===== src/rtl/ratio_div_pkg.sv =====
// Shared constants for the kick-updated fractional clock divider.
// Assumes a 32-bit register word and a 32-cycle accumulation frame.
package ratio_div_pkg;
    localparam logic [31:0] ADDR_KICK  = 32'h0000_0804;
    localparam logic [31:0] ADDR_RATIO = 32'h0000_0808;
    localparam int          KICK_BIT   = 31;
    localparam int          FIELD_W    = 5;
    localparam int          FRAME_LOG2 = FIELD_W;
    localparam int          MULT_W     = FIELD_W + 1;
endpackage


===== src/rtl/ratio_div_regs.sv =====
// Register file: staged ratio field and self-clearing kick flag.
// Assumes done_i pulses only while the kick flag is set; reads are combinational.
module ratio_div_regs
    import ratio_div_pkg::*;
#(
    parameter int ADDR_W    = 12,
    parameter int FIELD_LSB = 8
) (
    input  logic                 clk,
    input  logic                 rst_n,
    input  logic                 bus_valid,
    input  logic                 bus_write,
    input  logic [ADDR_W-1:0]    bus_addr,
    input  logic [31:0]          bus_wdata,
    output logic [31:0]          bus_rdata,
    input  logic                 done_i,
    output logic [FIELD_W-1:0]   field_o,
    output logic                 kick_o
);
    logic [FIELD_W-1:0] field_q;
    logic               kick_q;
    logic               hit_ratio;
    logic               hit_kick;

    // Decode the two writable addresses.
    always_comb begin
        hit_ratio = bus_valid && bus_write && (bus_addr == ADDR_RATIO[ADDR_W-1:0]);
        hit_kick  = bus_valid && bus_write && (bus_addr == ADDR_KICK[ADDR_W-1:0]);
    end

    // Update staged field and kick flag; drop all writes while busy.
    always_ff @(posedge clk) begin
        if (!rst_n) begin
            field_q <= '0;
            kick_q  <= 1'b0;
        end else if (kick_q) begin
            if (done_i) kick_q <= 1'b0;
        end else begin
            if (hit_ratio) field_q <= bus_wdata[FIELD_LSB +: FIELD_W];
            if (hit_kick && bus_wdata[KICK_BIT]) kick_q <= 1'b1;
        end
    end

    // Read mux; reserved bits and unmapped addresses return zero.
    always_comb begin
        bus_rdata = '0;
        if (bus_valid && !bus_write) begin
            if (bus_addr == ADDR_RATIO[ADDR_W-1:0])
                bus_rdata[FIELD_LSB +: FIELD_W] = field_q;
            else if (bus_addr == ADDR_KICK[ADDR_W-1:0])
                bus_rdata[KICK_BIT] = kick_q;
        end
    end

    assign field_o = field_q;
    assign kick_o  = kick_q;

    AST_FIELD_FROZEN_WHEN_BUSY: assert property (@(posedge clk) disable iff (!rst_n)
        (kick_q && $past(kick_q)) |-> $stable(field_q));
    AST_KICK_CLEARS_ON_DONE: assert property (@(posedge clk) disable iff (!rst_n)
        $fell(kick_q) |-> $past(done_i));
endmodule


===== src/rtl/ratio_div_accum.sv =====
// Frame-aligned accumulator producing (32 - field) enables per 32 cycles.
// Assumes kick_i stays high until done_o has been seen.
module ratio_div_accum
    import ratio_div_pkg::*;
(
    input  logic               clk,
    input  logic               rst_n,
    input  logic               kick_i,
    input  logic [FIELD_W-1:0] field_i,
    output logic               base_en_o,
    output logic               done_o
);
    localparam logic [MULT_W-1:0] FULL_MULT = MULT_W'(1 << FRAME_LOG2);

    logic [FRAME_LOG2-1:0] frame_cnt;
    logic [FIELD_W-1:0]    acc_q;
    logic [MULT_W-1:0]     mult_q;
    logic [MULT_W-1:0]     sum;
    logic                  loaded_q;
    logic                  frame_last;

    // Accumulate the multiplier; carry marks an enable.
    always_comb begin
        sum        = {1'b0, acc_q} + mult_q;
        frame_last = (frame_cnt == '1);
        base_en_o  = sum[MULT_W-1];
        done_o     = loaded_q && frame_last;
    end

    // Frame counter, ratio load at frame end, and completion tracking.
    always_ff @(posedge clk) begin
        if (!rst_n) begin
            frame_cnt <= '0;
            acc_q     <= '0;
            mult_q    <= FULL_MULT;
            loaded_q  <= 1'b0;
        end else begin
            frame_cnt <= frame_cnt + 1'b1;
            if (kick_i && !loaded_q && frame_last) begin
                mult_q   <= FULL_MULT - {1'b0, field_i};
                acc_q    <= '0;
                loaded_q <= 1'b1;
            end else begin
                acc_q <= sum[FIELD_W-1:0];
                if (done_o) loaded_q <= 1'b0;
            end
        end
    end

    AST_MULT_IN_RANGE: assert property (@(posedge clk) disable iff (!rst_n)
        (mult_q >= MULT_W'(1)) && (mult_q <= FULL_MULT));
    AST_LOAD_AT_FRAME_END: assert property (@(posedge clk) disable iff (!rst_n)
        (mult_q != $past(mult_q)) |-> ($past(frame_cnt) == '1));
endmodule


===== src/rtl/ratio_div_post.sv =====
// Fixed post-divider: passes every POST_DIV-th base enable.
// Assumes POST_DIV >= 1; POST_DIV == 1 is a straight pass-through.
module ratio_div_post #(
    parameter int POST_DIV = 2
) (
    input  logic clk,
    input  logic rst_n,
    input  logic en_i,
    output logic en_o
);
    localparam int CNT_W = (POST_DIV > 1) ? $clog2(POST_DIV) : 1;

    generate
        if (POST_DIV == 1) begin : g_pass
            assign en_o = en_i;
        end else begin : g_div
            logic [CNT_W-1:0] cnt_q;
            logic             last;

            // Flag the last base enable of each group.
            always_comb last = (cnt_q == CNT_W'(POST_DIV - 1));

            // Count base enables modulo POST_DIV.
            always_ff @(posedge clk) begin
                if (!rst_n)    cnt_q <= '0;
                else if (en_i) cnt_q <= last ? '0 : cnt_q + 1'b1;
            end

            assign en_o = en_i && last;
        end
    endgenerate

    AST_OUT_NEEDS_BASE: assert property (@(posedge clk) disable iff (!rst_n)
        en_o |-> en_i);
endmodule


===== src/rtl/ratio_kick_divider.sv =====
// Top: register file, frame accumulator and post-divider wired together.
// Assumes FIELD_LSB + 5 <= 32 and one bus access per cycle.
module ratio_kick_divider
    import ratio_div_pkg::*;
#(
    parameter int ADDR_W    = 12,
    parameter int FIELD_LSB = 8,
    parameter int POST_DIV  = 2
) (
    input  logic              clk,
    input  logic              rst_n,
    input  logic              bus_valid,
    input  logic              bus_write,
    input  logic [ADDR_W-1:0] bus_addr,
    input  logic [31:0]       bus_wdata,
    output logic [31:0]       bus_rdata,
    output logic              clk_en
);
    logic [FIELD_W-1:0] field;
    logic               kick;
    logic               done;
    logic               base_en;

    ratio_div_regs #(.ADDR_W(ADDR_W), .FIELD_LSB(FIELD_LSB)) u_regs (
        .clk(clk), .rst_n(rst_n), .bus_valid(bus_valid), .bus_write(bus_write),
        .bus_addr(bus_addr), .bus_wdata(bus_wdata), .bus_rdata(bus_rdata),
        .done_i(done), .field_o(field), .kick_o(kick)
    );

    ratio_div_accum u_accum (
        .clk(clk), .rst_n(rst_n), .kick_i(kick), .field_i(field),
        .base_en_o(base_en), .done_o(done)
    );

    ratio_div_post #(.POST_DIV(POST_DIV)) u_post (
        .clk(clk), .rst_n(rst_n), .en_i(base_en), .en_o(clk_en)
    );
endmodule


===== config.mk =====
export PLATFORM = sky130hd
export DESIGN_NAME = ratio_kick_divider
export DESIGN_NICKNAME = d
export VERILOG_FILES = /design/src/rtl/ratio_div_pkg.sv /design/src/rtl/ratio_div_regs.sv /design/src/rtl/ratio_div_accum.sv /design/src/rtl/ratio_div_post.sv /design/src/rtl/ratio_kick_divider.sv
export SDC_FILE = /design/constraint.sdc
export NUM_CORES = 1
export LEC_CHECK = 0
export ABC_CLOCK_PERIOD_IN_PS = 3490
export BUFFER_PORTS_ARGS = -buffer_cell sky130_fd_sc_hd__buf_2
export CAP_MARGIN = 5
export CORE_ASPECT_RATIO = 1.25
export CORE_MARGIN = 4
export CORE_UTILIZATION = 48
export DETAILED_ROUTE_END_ITERATION = 7
export PLACE_DENSITY = 0.85
export SLEW_MARGIN = 20
export SYNTH_ARGS = -nofsm -noshare
export SYNTH_HDL_FRONTEND = slang
export SYNTH_HIERARCHICAL = 1
export SYNTH_SLANG_ARGS = --single-unit
export TNS_END_PERCENT = 100

===== constraint.sdc =====
create_clock -name clk -period 3.49 [get_ports clk]
set_clock_uncertainty 0.15 [all_clocks]
set_input_delay 0.698 -clock clk [delete_from_list [all_inputs] [get_ports clk]]
set_output_delay 0.698 -clock clk [all_outputs]
set_load 0.1 [all_outputs]

# Word level (Yosys, flattened, before mapping)
# Index checks and enable logic that the tools add are counted.
dict set report totals {
  elab_cells 41
  mem_bits_rw 0
  out_inout_bits 33
  latch_bits 0
  n_memories 0
  romBits 0
  ff_bits 24
  in_bits 48
}
dict set report classes {
  n_eq_ne 3
  shift 0
  n_lt_le_gt_ge 0
  mul 0
  addsub 4
  div 0
  n_bitwise 2
  reduce_logical 14
  n_mux 11
}
# op n
set op_table {}
lappend op_table {{12-bit == test, second input constant} 2}
lappend op_table {{5-bit two-way mux} 2}
lappend op_table {{1-bit logical AND} 9}
lappend op_table {{1-bit two-way mux} 9}
lappend op_table {{5-bit by 6-bit adder with 6-bit output} 1}
lappend op_table {{6-bit by 5-bit subtractor with 6-bit output, first input constant} 1}
lappend op_table {{5-bit by 1-bit adder with 5-bit output, second input constant} 1}
lappend op_table {{5-bit == test, second input constant} 1}
lappend op_table {{1-bit zero test} 2}
lappend op_table {{1-bit inverter} 2}
lappend op_table {{2-bit AND reduction} 1}
lappend op_table {{2-bit nonzero test} 1}
lappend op_table {{2-bit OR reduction} 1}
lappend op_table {{1-bit adder, second input constant} 1}

# Logic depth before layout (Yosys ltp)
# Gate-level depths: netlist of the first run.
dict set report depth {
  depth_word 5
  depth_mapped 7
  ltp_nobuf 6
}

# Hierarchy
# Netlist of the first run, hierarchy kept.
# mod area_per_inst_um2 instances cells_per_inst seq_area_each_um2
set modules_own_cells {}
lappend modules_own_cells {ratio_div_accum 857.1 1 91 340.3}
lappend modules_own_cells {ratio_div_regs 565.5 1 67 120.1}
lappend modules_own_cells {ratio_div_post 42.5 1 4 20.0}

# Worst setup path after synthesis of the first run
# No wires, ideal clock.
dict set report synth_timing {
  path_kind {input-to-output}
  start {input port bus_addr[4]}
  end {output port bus_rdata[31]}
  cell_stages 3
  required_time_ps 2642
  path_buffers 0
  arrival_ps 2457
  slack_ps 185
  cell_sequence {or4_4 nor4_2 and4b_1}
}
dict set report synth_via {
  elab_chain_cells 4
  word_cells_on_any_way 5
  classes_between {eq/ne: 2; mux: 3}
}
# element line
set synth_lines {}
lappend synth_lines {{from (decl)} ratio_kick_divider.sv:14} ;# input logic [ADDR_W-1:0] bus_addr,
lappend synth_lines {{12-bit == test} ratio_div_regs.sv:50} ;# else if (bus_addr == ADDR_KICK[ADDR_W-1:0])
lappend synth_lines {{1-bit two-way mux} ratio_div_regs.sv:50}
lappend synth_lines {{1-bit two-way mux (*)} ratio_div_regs.sv:48} ;# if (bus_addr == ADDR_RATIO[ADDR_W-1:0])
lappend synth_lines {{1-bit two-way mux (*)} ratio_div_regs.sv:47} ;# if (bus_valid && !bus_write) begin
lappend synth_lines {{to (decl)} ratio_kick_divider.sv:16} ;# output logic [31:0] bus_rdata,
# Every way passes the cells marked *; elsewhere a longest branch is shown, timed or not.

# Final worst setup path of the first run
dict set report layout_timing {
  start {register u_accum.mult_q[1]}
  end {output port clk_en}
}
dict set report layout_via {
  elab_chain_cells 2
}
# element line
set layout_lines {}
lappend layout_lines {{from (decl)} ratio_div_accum.sv:17} ;# logic [MULT_W-1:0] mult_q;
lappend layout_lines {{from (signal assigned)} ratio_div_accum.sv:40} ;# mult_q <= FULL_MULT - {1'b0, field_i};
lappend layout_lines {{5-bit by 6-bit adder with 6-bit output} ratio_div_accum.sv:24} ;# sum = {1'b0, acc_q} + mult_q;
lappend layout_lines {{via base_en} ratio_kick_divider.sv:22} ;# logic base_en;
lappend layout_lines {{1-bit logical AND} ratio_div_post.sv:29} ;# assign en_o = en_i && last;
lappend layout_lines {{to (decl)} ratio_kick_divider.sv:17} ;# output logic clk_en
# The timed path passes the listed nets, and every way through them passes these cells.

==> out/results.ini, run 1 <==
[route]
drtIter0Drc=12
drt_wl_total_um=2635
vias_per_cell=4.911
wl_per_cell_um=11.76
drt_first_pass_iters=4
remaining_drc_errors=0
vias=1100
ant_nets=0

[die]
placeableCoreArea_um2=2945
ios=81
die_h_um=69.77
fp-row-count=22
dieArea_um2=4006
die_x_um=57.42
start_util_pct=49.75

[power_and_ir_drop]
power_uw=583.0
power.leakage_uw=0.0007776
vdd_drop_max_mv=0.2323
power_density_nw_per_um2=352.2

[sta]
fmax_mhz=309.5
fin_crit_ns=3.231
hold_slack_ns=0.3119
fin_ws_ns=0.2588
fin_crit_sh_pct=92.58
worstMarginPinSlew_ns=0.5055
drv_slew=0
finalSetupViolCount=0
hold_viol=0
rsz0062_at_grt=false
slew-limit-headroom_pct=66.05
finalSetupTns_ns=0

[setup_path]
critPathLaunchType=register
crit_family=compound AO/OA/AOI/OAI gates
max_stage_delay_ns=0.42
critPathKind=reg -> out
crit_slowest_cell=buf_2
crit_chain=ha_1, a211oi_1, nor2_1, o311ai_1, and2_2, buf_2
path_buf_inv=1
cp_max_fo=3
worstSetupEndpointType=primary output
cp.required_ns=2.64
worst_ep_arrival_time_ns=2.38

[clocking]
clockBufferDepth=2
clkTransAtPathRegs_ns=0.12
clock-sinks=24
clock_latency_ns=0.32
clockRootBuffer=clkbuf_4
cts_tree=done
cts_resized=0
ctsHoldBuffers=0
numCtsBuffers=3
cts.htree.levels=1
postCtsSetupRepairBufs=0

[logic_synthesis]
synth-warning-count=6
async_flop_share_pct=0
ys.flop_type=dfxtp_1
avgSynthCellArea_um2=9.044
syn_area_um2=1465
ys_seq_elements=24
synth_edf_count=0
synth.distinct_cells=42
syn_inst=162
ys_seq_area_share_pct=32.79

[outcome]
status=finished, final reports clean

[cells_and_area]
layout-drive-gt1-share_pct=19.68
area_growth_pct=12.98
diodes=0
nets=246
layout.cells.most_common=conb_1
fin_util_pct=56.20
final_cell_mix=26 x conb_1, 24 x dfxtp_1, 22 x buf_2
fillers=260

[place]
dp_slack_ns=0.3364
port-buffer-count=28
dpl.hpwl_um=2124
place_congestion=0.7866

[global_route]
grt_pass1_wl_um=4519
grt_usage_pct=14.11
grt_pass1_vias=1073
grt_overflow=0
grt_max_degree=32
antenna_found_initial=0

[run]
maxCapViolCount=0

[worst_hold_path]
hp-class=reg -> reg

path summary, 6_finish.rpt:
kind                                        endpoint                  from  cells past startpoint  slack, ns
worst min register to register  u_accum/frame_cnt[0]  u_accum/frame_cnt[0]                      1       0.31
worst max register to register    u_post/g_div.cnt_q     u_accum/mult_q[1]                      6       1.55
worst max-delay path                          clk_en     u_accum/mult_q[1]                      6       0.26
worst min-delay path            u_accum/frame_cnt[0]  u_accum/frame_cnt[0]                      1       0.31
logic make-up (layout without fill, tap and decap cells):
logic type | after synthesis | count (layout) | synth area share (%)
mux | 6 | 6 | 4.099
compound gates | 16 | 16 | 7.600
buf+inv | 34 | 35 | 15.46
xor+xnor | 7 | 7 | 4.185
simple gates | 65 | 65 | 27.41
flops | 24 | 24 | 32.79
other cells | 1 | 26 | 0.2559
fa+ha+maj | 9 | 9 | 8.198
layer usage:
layer  track usage [%]  wire length (µm)  vias to the layer above
met4             6.443                50                        0
met3             3.538               225                        5
met5                 0                 0                        -
li1                  -                 -                      562
met1             13.73               977                      490
met2             26.63              1382                       43
stage by stage:
step	std cells	cell area (µm²)
after CTS	224	1655
after floorplan	187	1559
final	224	1655
after detailed placement	220	1619
after global placement	220	1619
after global routing	224	1655
synth_stat cells (2+ instances only):
cell type | count | area share (%)
buf_4 | 26 | 13
dfxtp_1 | 24 | 33
nand2_1 | 18 | 4.6
and3_1 | 8 | 3.4
ha_1 | 8 | 6.8
and2_1 | 6 | 2.6
mux2i_1 | 6 | 4.1
nand3_1 | 6 | 2.0
a21boi_0 | 4 | 2.0
clkbuf_1 | 4 | 1.0
xor2_1 | 4 | 2.4
inv_1 | 3 | 0.77
nand3b_1 | 3 | 1.5
nor2_1 | 3 | 0.77
nor2b_1 | 3 | 1.3
o21ai_0 | 3 | 1.0
xnor2_1 | 3 | 1.8
a211oi_1 | 2 | 1.0
nand2b_1 | 2 | 0.85
nor3_1 | 2 | 0.68
nor3b_1 | 2 | 1.0
or3_1 | 2 | 0.85
power by group:
group	switching, µW	internal, µW	leakage, µW
Combinational	141	16.7	0.000562
Sequential	2.40	278	0.000194
Clock	80.8	63.8	0.0000210
flip-flops by register name (all words and copies together), names as in the netlist:
register,cells
u_accum/mult_q,6
u_accum/loaded_q,1
u_accum/frame_cnt,5
u_accum/acc_q,5
u_regs/kick_o,1
u_regs/field_o,5
u_post/g_div.cnt_q,1
final cells by class:
class | instances | area (µm²) | area share (%)
Multi-Input combinational cell | 129 | 852.1 | 51.47
Sequential cell | 24 | 480.5 | 29.02
Timing Repair Buffer | 28 | 230.2 | 13.91
Tap cell | 36 | 45.04 | 2.721
Clock buffer | 4 | 36.28 | 2.192
Inverter | 3 | 11.26 | 0.6803
(Power assumes the default switching activity.)
==> run 2, diff against run 1 <==
--- a/config.mk
+++ b/config.mk
@@ -8,11 +8,13 @@
 export ABC_CLOCK_PERIOD_IN_PS = 3490
 export BUFFER_PORTS_ARGS = -buffer_cell sky130_fd_sc_hd__buf_2
 export CAP_MARGIN = 5
+export CELL_PAD_IN_SITES_DETAIL_PLACEMENT = 0
+export CELL_PAD_IN_SITES_GLOBAL_PLACEMENT = 1
 export CORE_ASPECT_RATIO = 1.25
 export CORE_MARGIN = 4
-export CORE_UTILIZATION = 48
+export CORE_UTILIZATION = 33
 export DETAILED_ROUTE_END_ITERATION = 7
-export PLACE_DENSITY = 0.85
+export PLACE_DENSITY = 0.83
 export SLEW_MARGIN = 20
 export SYNTH_ARGS = -nofsm -noshare
 export SYNTH_HDL_FRONTEND = slang
==> out/results.ini, run 2 (synthesis results as in run 1) <==
[outcome]
status=finished, final reports clean

[cells_and_area]
layout.cells.most_common=conb_1
nets=246  ; unchanged
largest_reg_flops=6  ; unchanged
layout-drive-gt1-share_pct=19.25  ; -0.43 points
area_growth_pct=15.03
diodes=0  ; unchanged
fin_util_pct=40.16  ; -16 points
instances_no_fill=243  ; +8.5%
top_register=u_accum/mult_q
final_cell_mix=26 x conb_1, 24 x dfxtp_1, 22 x buf_2

[setup_path]
max_stage_delay_ns=0.41  ; about the same
crit_chain=ha_1, a211oi_1, nor2_1, o311ai_1, and2_2, buf_2
cp_max_fo=3  ; unchanged
crit_slowest_cell=buf_2
worst_ep_arrival_time_ns=2.37  ; about the same
worstSetupEndpointType=primary output
critPathLaunchType=register
cp.required_ns=2.64  ; about the same
r2r_slack_ns=1.46  ; -0.09 ns
critPathKind=reg -> out

[sta]
rsz0062_at_grt=false
finalSetupViolCount=0  ; unchanged
finalSetupTns_ns=0  ; unchanged
fin_crit_ns=3.216  ; -0.01547 ns
fmax_mhz=311.0  ; +0.48%
fin_crit_sh_pct=92.14  ; -0.44 points
drv_slew=0  ; unchanged
worstMarginPinSlew_ns=0.5038  ; -0.001740 ns
hold_viol=0  ; unchanged
slew-limit-headroom_pct=66.16  ; +0.12 points

[clocking]
cts_tree=done
clock-sinks=24  ; unchanged
ctsHoldBuffers=0  ; unchanged
clock_latency_ns=0.25  ; -0.07 ns
clkTransAtPathRegs_ns=0.08  ; -0.04 ns
numCtsBuffers=3  ; unchanged
clockRootBuffer=clkbuf_8
clockBufferDepth=2  ; unchanged
postCtsSetupRepairBufs=0  ; unchanged
cts.htree.levels=1  ; unchanged
cts_resized=0  ; unchanged

[place]
place_congestion=0.6418  ; -18%
placed_cells=240  ; +9.1%
port-buffer-count=28  ; unchanged
dpl.hpwl_um=2008  ; -5.5%

[global_route]
grt_pass1_vias=1008  ; -6.1%
antenna_found_initial=0  ; unchanged
grt_usage_pct=9.591  ; -4.5 points
grt_overflow=0  ; unchanged
grt_pass1_wl_um=4257  ; -5.8%
grt_max_degree=32  ; unchanged

[worst_hold_path]
hp-class=reg -> reg

[die]
die_h_um=82.50  ; +18%
dieArea_um2=5576  ; +39%
die_x_um=67.60  ; +18%
fp-row-count=26  ; +18%
placeableCoreArea_um2=4197  ; +42%
ios=81  ; unchanged
start_util_pct=34.91  ; -15 points

[power_and_ir_drop]
power_density_nw_per_um2=350.3  ; -0.53%
power.leakage_uw=0.0007782  ; about the same
vdd_drop_max_mv=0.2457  ; +5.8%

[route]
ant_nets=0  ; unchanged
drt_first_pass_iters=4  ; unchanged
remaining_drc_errors=0  ; unchanged
wl_per_cell_um=10.15  ; -14%
drt_wl_total_um=2467  ; -6.4%
drtIter0Drc=9  ; -3
vias=1047  ; -4.8%
vias_per_cell=4.309  ; -12%

[run]
maxCapViolCount=0  ; unchanged

[run 2: cell types whose count changed in the layout (fill, tap and decap cells not counted)]
| cell | previous run | this run |
|---|---|---|
| clkbuf_4 | 3 | 0 |
| clkbuf_8 | 1 | 3 |
[run 2: final timing paths]
check | start | to | cells past startpoint
min | u_accum/frame_cnt[0] | u_accum/frame_cnt[0] | 1
max | u_accum/mult_q[1] | clk_en | 6
min reg2reg | u_accum/frame_cnt[0] | u_accum/frame_cnt[0] | 1
max reg2reg | u_accum/mult_q[1] | u_post/g_div.cnt_q | 6
[run 2: layout make-up]
class / count / area, µm²
multi-input combinational: 129 / 852.1
inverter: 3 / 11.26
clock buffer: 3 / 41.29
sequential: 24 / 480.5
fill: 440 / 2511
tap: 56 / 70.07
timing repair buffer: 28 / 230.2
[run 2: power by group]
part           switching (µW)  internal, µW
Clock                    75.8          76.7
Sequential               2.45           277
Combinational             141          16.8
[run 2: per-stage QoR]
step / setup slack, ns / power, µW / area (µm²) / hold slack [ns]
4_1_cts: 0.2232 / 596.9 / 1685 / 0.3137
2_1_floorplan: 0.1849 / 451.5 / 1559 / 0.2709
3_3_place_gp: 0.3493 / 443.3 / 1644 / 0.2868
5_1_grt: 0.03142 / 616.0 / 1685 / 0.3370
6_report: 0.2743 / 590.4 / 1685 / 0.3101
3_5_place_dp: 0.3489 / 444.0 / 1644 / 0.2991
[run 2: per-layer routing]
metal | vias up | global-route usage, % | wire length (µm)
met5 | - | 0 | 0
met2 | 40 | 16.94 | 1191
li1 | 557 | - | -
met4 | 0 | 1.826 | 16
met3 | 2 | 2.571 | 227
met1 | 448 | 11.56 | 1032
[run 2: critical path, delay by kind of cell (launching register included)]
kind | cells | cell delay [ns]
AO/OA/AOI/OAI | 2 | 0.73
buffers and inverters | 1 | 0.41
flip-flops | 1 | 0.38
AND/OR/NAND/NOR | 2 | 0.32
adder cells (fa/ha/maj) | 1 | 0.26
